## config.mk

```make
export PLATFORM = sky130hd
export DESIGN_NAME = cska_top
export DESIGN_NICKNAME = d
export VERILOG_FILES = /design/src/rtl/cska_pkg.sv /design/src/rtl/cska_ripple.sv /design/src/rtl/cska_incr.sv /design/src/rtl/cska_skip.sv /design/src/rtl/cska_top.sv
export SDC_FILE = /design/constraint.sdc
export NUM_CORES = 1
export LEC_CHECK = 0
export BUFFER_PORTS_ARGS = -buffer_cell sky130_fd_sc_hd__buf_2
export CAP_MARGIN = 20
export CORE_MARGIN = 10
export CORE_UTILIZATION = 39
export CTS_CLUSTER_SIZE = 16
export DETAILED_ROUTE_END_ITERATION = 7
export PLACE_DENSITY = 0.68
export SLEW_MARGIN = 10
export SYNTH_ARGS = -nofsm -noshare
export SYNTH_HDL_FRONTEND = slang
export SYNTH_SLANG_ARGS = --single-unit
```

## constraint.sdc

```tcl
create_clock -name clk -period 8.1 [get_ports clk]
set_input_delay 1.215 -clock clk [delete_from_list [all_inputs] [get_ports clk]]
set_output_delay 1.215 -clock clk [all_outputs]
set_load 0.05 [all_outputs]
```

## src/rtl/cska_pkg.sv

```systemverilog
package cska_pkg;
  localparam int unsigned MAX_STG = 32;

  // Width of stage k, taken from an 8-bit-per-entry packed list
  function automatic int stage_size(input logic [8*MAX_STG-1:0] sizes, input int k);
    return int'(sizes[8*k +: 8]);
  endfunction

  // Bit position where stage k starts
  function automatic int stage_off(input logic [8*MAX_STG-1:0] sizes, input int k);
    int o;
    o = 0;
    for (int i = 0; i < k; i++) o += stage_size(sizes, i);
    return o;
  endfunction
endpackage

```

## src/rtl/cska_ripple.sv

```systemverilog
module cska_ripple #(
  parameter int W = 4
) (
  input  logic [W-1:0] a,
  input  logic [W-1:0] b,
  input  logic         ci,
  output logic [W-1:0] s,
  output logic         co,
  output logic         pp
);
  logic [W:0]   c;
  logic [W-1:0] p;

  assign c[0] = ci;
  for (genvar i = 0; i < W; i++) begin : g_bit
    assign p[i]   = a[i] ^ b[i];
    assign s[i]   = p[i] ^ c[i];
    assign c[i+1] = (a[i] & b[i]) | (p[i] & c[i]);
  end
  assign co = c[W];
  assign pp = &p;
endmodule

```

## src/rtl/cska_incr.sv

```systemverilog
module cska_incr #(
  parameter int W = 4
) (
  input  logic [W-1:0] ps,
  input  logic         ci,
  output logic [W-1:0] s
);
  logic [W:0] t;

  assign t[0] = ci;
  for (genvar i = 0; i < W; i++) begin : g_inc
    assign t[i+1] = t[i] & ps[i];
    assign s[i]   = ps[i] ^ t[i];
  end
endmodule

```

## src/rtl/cska_skip.sv

```systemverilog
module cska_skip #(
  parameter bit OAI_FORM = 1'b0
) (
  input  logic g,
  input  logic pp,
  input  logic link_in,
  output logic link_out
);
  if (OAI_FORM) begin : g_oai
    // link_in arrives complemented, link_out leaves true
    assign link_out = ~((~g) & ((~pp) | link_in));
  end else begin : g_aoi
    // link_in arrives true, link_out leaves complemented
    assign link_out = ~(g | (pp & link_in));
  end
endmodule

```

## src/rtl/cska_top.sv

```systemverilog
module cska_top #(
  parameter int unsigned WIDTH = 32,
  parameter int unsigned NSTG  = 8,
  parameter logic [8*NSTG-1:0] SIZES = {8{8'd4}}
) (
  input  logic             clk,
  input  logic             rst,
  input  logic [WIDTH-1:0] a,
  input  logic [WIDTH-1:0] b,
  input  logic             cin,
  output logic [WIDTH-1:0] sum,
  output logic             cout
);
  import cska_pkg::*;

  localparam logic [8*MAX_STG-1:0] SZ = (8*MAX_STG)'(SIZES);
  localparam bit LAST_NEG = (NSTG >= 2) && (NSTG % 2 == 0);

  logic [NSTG:0]    link;
  logic [WIDTH-1:0] sum_c;
  logic             cout_c;

  assign link[0] = cin;

  for (genvar k = 0; k < NSTG; k++) begin : g_stg
    localparam int W = stage_size(SZ, k);
    localparam int O = stage_off(SZ, k);

    if (k == 0) begin : g_head
      logic co, pp;
      cska_ripple #(.W(W)) u_rip (
        .a(a[O +: W]), .b(b[O +: W]), .ci(link[0]),
        .s(sum_c[O +: W]), .co(co), .pp(pp));
      assign link[1] = co;
    end else begin : g_body
      logic [W-1:0] ps;
      logic         co, pp, c_true;
      cska_ripple #(.W(W)) u_rip (
        .a(a[O +: W]), .b(b[O +: W]), .ci(1'b0),
        .s(ps), .co(co), .pp(pp));
      // even-indexed stages receive a complemented link
      assign c_true = (k % 2 == 0) ? ~link[k] : link[k];
      cska_incr #(.W(W)) u_inc (.ps(ps), .ci(c_true), .s(sum_c[O +: W]));
      cska_skip #(.OAI_FORM(k % 2 == 0)) u_skip (
        .g(co), .pp(pp), .link_in(link[k]), .link_out(link[k+1]));
    end
  end

  assign cout_c = LAST_NEG ? ~link[NSTG] : link[NSTG];

  always_ff @(posedge clk) begin
    if (rst) begin
      sum  <= '0;
      cout <= 1'b0;
    end else begin
      sum  <= sum_c;
      cout <= cout_c;
    end
  end
endmodule

```

### Word-level counts from Yosys, hierarchy flattened

Cells that the tools add are included.

| operators by class | value |
|---|---|
| reduce and logical (&&, ||, !) cells | 7 |
| mux-type cells | 0 |
| add/subtract/negate cells | 0 |
| equal/unequal tests | 0 |
| divide/modulo/power cells | 0 |
| magnitude comparators | 0 |
| $mul | 0 |
| shift operators | 0 |
| bitwise operators | 214 |

Operator list:

| cell | count |
|---|---|
| 1-bit AND | 85 |
| 1-bit XOR | 85 |
| 1-bit OR | 32 |
| 4-bit AND reduction | 7 |
| 1-bit NOT | 12 |

| storage, ports and cells | value |
|---|---|
| bits in read-only memories | 0 |
| latch bits | 0 |
| logic and storage cells | 223 |
| output and inout port bits | 33 |
| bits in registers | 33 |
| memories | 0 |
| memory bits (writable) | 0 |

### Logic depth before layout (Yosys ltp)

| logic depth | value |
|---|---|
| depth in word-level cells | 31 |
| gate-level depth with buffers | 15 |
| gate-level depth less buffers | 15 |

### By module

A second synthesis with hierarchy kept.

| second synthesis, totals | value |
|---|---|
| cell total of the unflattened synthesis | 263 |
| area, all modules | 2,706.3 µm² |

By module, submodules not included:

| module | cells an instance | instances | area an instance (µm²) |
|---|---|---|---|
| cska_ripple | 19 | 8 | 176.4 |
| cska_top | 73 | 1 | 902.1 |
| cska_incr | 4 | 7 | 46.3 |
| cska_skip (g_stg[1].g_body.u_skip ...) | 1 | 4 | 8.8 |
| cska_skip (g_stg[2].g_body.u_skip ...) | 2 | 3 | 11.3 |

### Worst setup path after synthesis

OpenSTA, ideal clock, no wires.

| path | value |
|---|---|
| kind | input -> register |
| from | in a[8] |
| to | reg sum[26] |
| data required time | 7.972 ns |
| slack | 3.912 ns |
| arrival | 4.060 ns |
| stages | 12 |
| cells stage by stage | ha_1 > fa_1 > fa_1 > fa_1 > or3_1 > a31o_1 > a31oi_2 > o21bai_1 > ha_1 > ha_1 > ha_1 > nor2b_1 |

| between the ends | value |
|---|---|
| word-level cells in the longest chain between the ends | 21 |

RTL lines:

| what | line | RTL |
|---|---|---|
| start: declaration | cska_top.sv:8 | `input logic [WIDTH-1:0] a,` |
| 1-bit AND (2 in a row) | cska_ripple.sv:18 | `assign c[i+1] = (a[i] & b[i]) \| (p[i] & c[i]);` |
| 1-bit OR | cska_ripple.sv:18 |  |
| 1-bit AND | cska_ripple.sv:18 |  |
| 1-bit OR | cska_ripple.sv:18 |  |
| 1-bit AND | cska_ripple.sv:18 |  |
| 1-bit OR | cska_ripple.sv:18 |  |
| 1-bit NOT | cska_skip.sv:11 | `assign link_out = ~((~g) & ((~pp) \| link_in));` |
| 1-bit AND * | cska_skip.sv:11 |  |
| [4 not listed] | -- |  |
| 1-bit OR * | cska_skip.sv:11 |  |
| 1-bit AND * | cska_skip.sv:11 |  |
| 1-bit NOT * | cska_skip.sv:11 |  |
| 1-bit AND * | cska_skip.sv:14 | `assign link_out = ~(g \| (pp & link_in));` |
| 1-bit OR * | cska_skip.sv:14 |  |
| 1-bit AND * (2 in a row) | cska_incr.sv:12 | `assign t[i+1] = t[i] & ps[i];` |
| 1-bit XOR * | cska_incr.sv:13 | `assign s[i] = ps[i] ^ t[i];` |
| net g_stg[6].g_body.u_inc.s[2] | cska_incr.sv:6 | `output logic [W-1:0] s` |
| end signal: assignment | cska_top.sv:56 | `sum <= sum_c;` |
| end: declaration | cska_top.sv:11 | `output logic [WIDTH-1:0] sum,` |

The timed path passes the listed nets; every way through them passes the cells marked *.
A chain may end at the register's enable or synchronous reset.

### Worst setup path in the final report

| path | value |
|---|---|
| from | in a[12] |
| to | reg sum[27] |

| between the ends | value |
|---|---|
| word-level cells in the longest chain between the ends | 18 |

RTL lines:

| what | line |
|---|---|
| 1-bit AND (2 in a row) | cska_ripple.sv:18 |
| 1-bit OR | cska_ripple.sv:18 |
| 1-bit AND | cska_ripple.sv:18 |
| 1-bit OR | cska_ripple.sv:18 |
| 1-bit AND | cska_ripple.sv:18 |
| 1-bit OR | cska_ripple.sv:18 |
| 1-bit OR * | cska_skip.sv:14 |
| 1-bit NOT * | cska_skip.sv:14 |
| 1-bit OR * | cska_skip.sv:11 |
| 1-bit AND * | cska_skip.sv:11 |
| 1-bit NOT * | cska_skip.sv:11 |
| 1-bit AND * | cska_skip.sv:14 |
| 1-bit OR * | cska_skip.sv:14 |
| 1-bit AND * (3 in a row) | cska_incr.sv:12 |
| 1-bit XOR * | cska_incr.sv:13 |

Mark *: on every way between the ends. The rest lies on a longest branch, timed or not.

==> qor.csv <==
metric,value,unit
fin crit share,0.521,
VDD IR max,0.0970,mV
Hold Buf Count CTS,0,
std cell rows,27,
Final Slew Violations,0,
final setup TNS,0,ns
cell repeated most along the worst path,ha_1,
Synth warnings,0,
Detailed Route WL,5.24,mm
first-pass GRT wire length,8.36,mm
TritonRoute pass-1 iters,5,
"area leader, netlist",dfxtp_1,
required time of the critical path,8.24,ns
final layout net count,435,
layout cells sized above 1,0.369,
"commonest non-fill, non-tap cells in the layout","buf_2, ha_1, dfxtp_1",
CP startpoint kind,primary input,
IO Pins,100,
Setup Buffers After CTS,0,
Inserted Clock Buffers,5,
Clock Tree Root,clkbuf_8,
post-DP HPWL,4.68,mm
Hold/Removal Path Class,in2reg,
vias in the first global route,1837,
Initial DRC Count,25,
"antenna viol nets, final",0,
library cells used by synthesis,25,
clk buf depth,2,
total number of vias,1665,
TritonCTS Sinks,33,
PortBufs,99,
relative slew slack,0.586,
P_leak,1.54,nW
crit-path max FO,3,
"Clk pin slew, worst setup/hold paths",0.07,ns
Mean Syn Cell Area,11.8,um2
Die X,96.2,um
cts repair resizes,0,
n_diodes,0,
"Slowest-stage cell, CP",fa_1,
"Net Count, Synth",332,
Die ar.,9250,um2
global route total overflow,0,
status,"complete, no violations",
Syn-to-layout area delta,29.0,%
"most common cell after layout, fill and taps aside",buf_2,
gr usage total,0.114,
WS Path Type,in2reg,
pwr/cell area,187,nW/um2
final setup fails,0,
hold_sp,b[2],
Synth top area share,0.292,
RSZ-0062 raised after global routing,no,
TritonCTS clock tree,yes,
Crit path arrival time,4.36,ns
"Seq/Total Area, Yosys",0.292,
Initial Utilization,0.406,
synthesized flop and latch total,33,
Fmax,0.237,GHz
Worst Hold End,sum[2],
drt wl/cell,14.3,um
core area,5570,um2
worst slew pin tran,0.620,ns
Final min period,4.22,ns
hold path depth,3,
CP Capture Type,flop,
"Core Util, Final",0.524,
drt via density,4.54,
Netlist Area Pre-Place,2260,um2
Slowest Stage Delay on Critical Path,0.42,ns
initial antenna violation count,0,
height of the die,96.2,um
"Cell Chain, Critical Path",buf_2 > ha_1 > fa_1 > fa_1 > fa_1 > or3_1 > a31o_1 > a31oi_2 > o21bai_1 > ha_1 > ha_1 > ha_1 > xnor2_1 > nor2_1,
Post-Syn Instances,191,
max cap viols,0,
Post-route DRC,0,
largest net degree at the start of global routing,36,
CTS HTree Levels,2,
Final Hold Fails,0,
Area contributors post-synth,"dfxtp_1, ha_1, fa_1",
RePlAce Congestion,0.757,
[routing by layer]
layer | vias up | track usage | routed length [um]
li1 | 825 | - | -
met3 | 11 | 0.0482 | 623
met2 | 70 | 0.191 | 2470
met1 | 759 | 0.130 | 2070
met5 | - | 0 | 0
met4 | 0 | 0.0356 | 73
[cell type report]
type,count,area (um2)
inverters,16,60.1
flip-flops and latches,33,661
clock buffers,6,72.6
well taps,72,90.1
clock inverters,2,10.0
multi-input cells,139,1530
fillers,518,2660
repair buffers,99,495
[critical path: cells and delay by family]
kind | cells | cell delay, ns
compound gates | 3 | 0.54
xor+xnor | 1 | 0.15
fa+ha+maj | 7 | 1.96
buf+inv | 1 | 0.10
simple gates | 2 | 0.39
[synth_stat cells]
cell / n
fa_1: 25
dfxtp_1: 33
inv_1: 16
and4_1: 2
a31oi_2: 1
a31oi_1: 1
nand4_1: 5
ha_1: 49
or3_1: 1
o21bai_1: 2
a41oi_1: 1
nor4_1: 1
a21oi_1: 2
nor2_1: 9
xor2_1: 1
clkbuf_1: 3
or2_2: 2
o211ai_1: 1
a21o_1: 1
and3_1: 1
o31ai_1: 1
nand2_1: 2
nor2b_1: 24
xnor2_1: 6
a31o_1: 1
[logic make-up (layout without fill, tap and decap cells)]
logic type,count (synthesis),count (layout),synth area share
flip-flops,33,33,0.292
buffers and inverters,19,123,0.0315
AO/OA/AOI/OAI,11,11,0.0371
adder cells (fa/ha/maj),74,74,0.492
XOR/XNOR,7,7,0.0271
AND/OR/NAND/NOR,47,47,0.120
[flip-flops by register name, summed over array words and instances (netlist names)]
signal,count
sum,32
cout,1
[metrics by stage]
stage	instance area, um2	power, W	cells	hold WS, ns	worst slack (ns)
floorplan	2260	0.000360	191	1.29	3.91
global placement	2840	0.000428	359	1.60	3.66
detailed placement	2840	0.000433	359	1.61	3.56
CTS	2920	0.000555	367	1.31	3.86
global route	2920	0.000586	367	1.33	3.67
finish	2920	0.000545	367	1.31	3.88
[worst max-delay path by stage]
stage | to | slack (ns) | start
6_report | sum[27] | 3.88 | a[12]
4_1_cts | sum[27] | 3.86 | a[12]
3_5_place_dp | sum[27] | 3.56 | a[12]
5_1_grt | sum[27] | 3.67 | a[12]
2_1_floorplan | sum[26] | 3.91 | a[8]
3_3_place_gp | sum[26] | 3.66 | a[8]
[where the power goes]
| part | internal, W | switching (W) | leakage (nW) |
|---|---|---|---|
| Combinational | 0.0000783 | 0.000154 | 1.22 |
| Clock | 0.0000595 | 0.0000603 | 0.0450 |
| Sequential | 0.000187 | 0.00000546 | 0.275 |
Power figures use the tool's default switching activity.
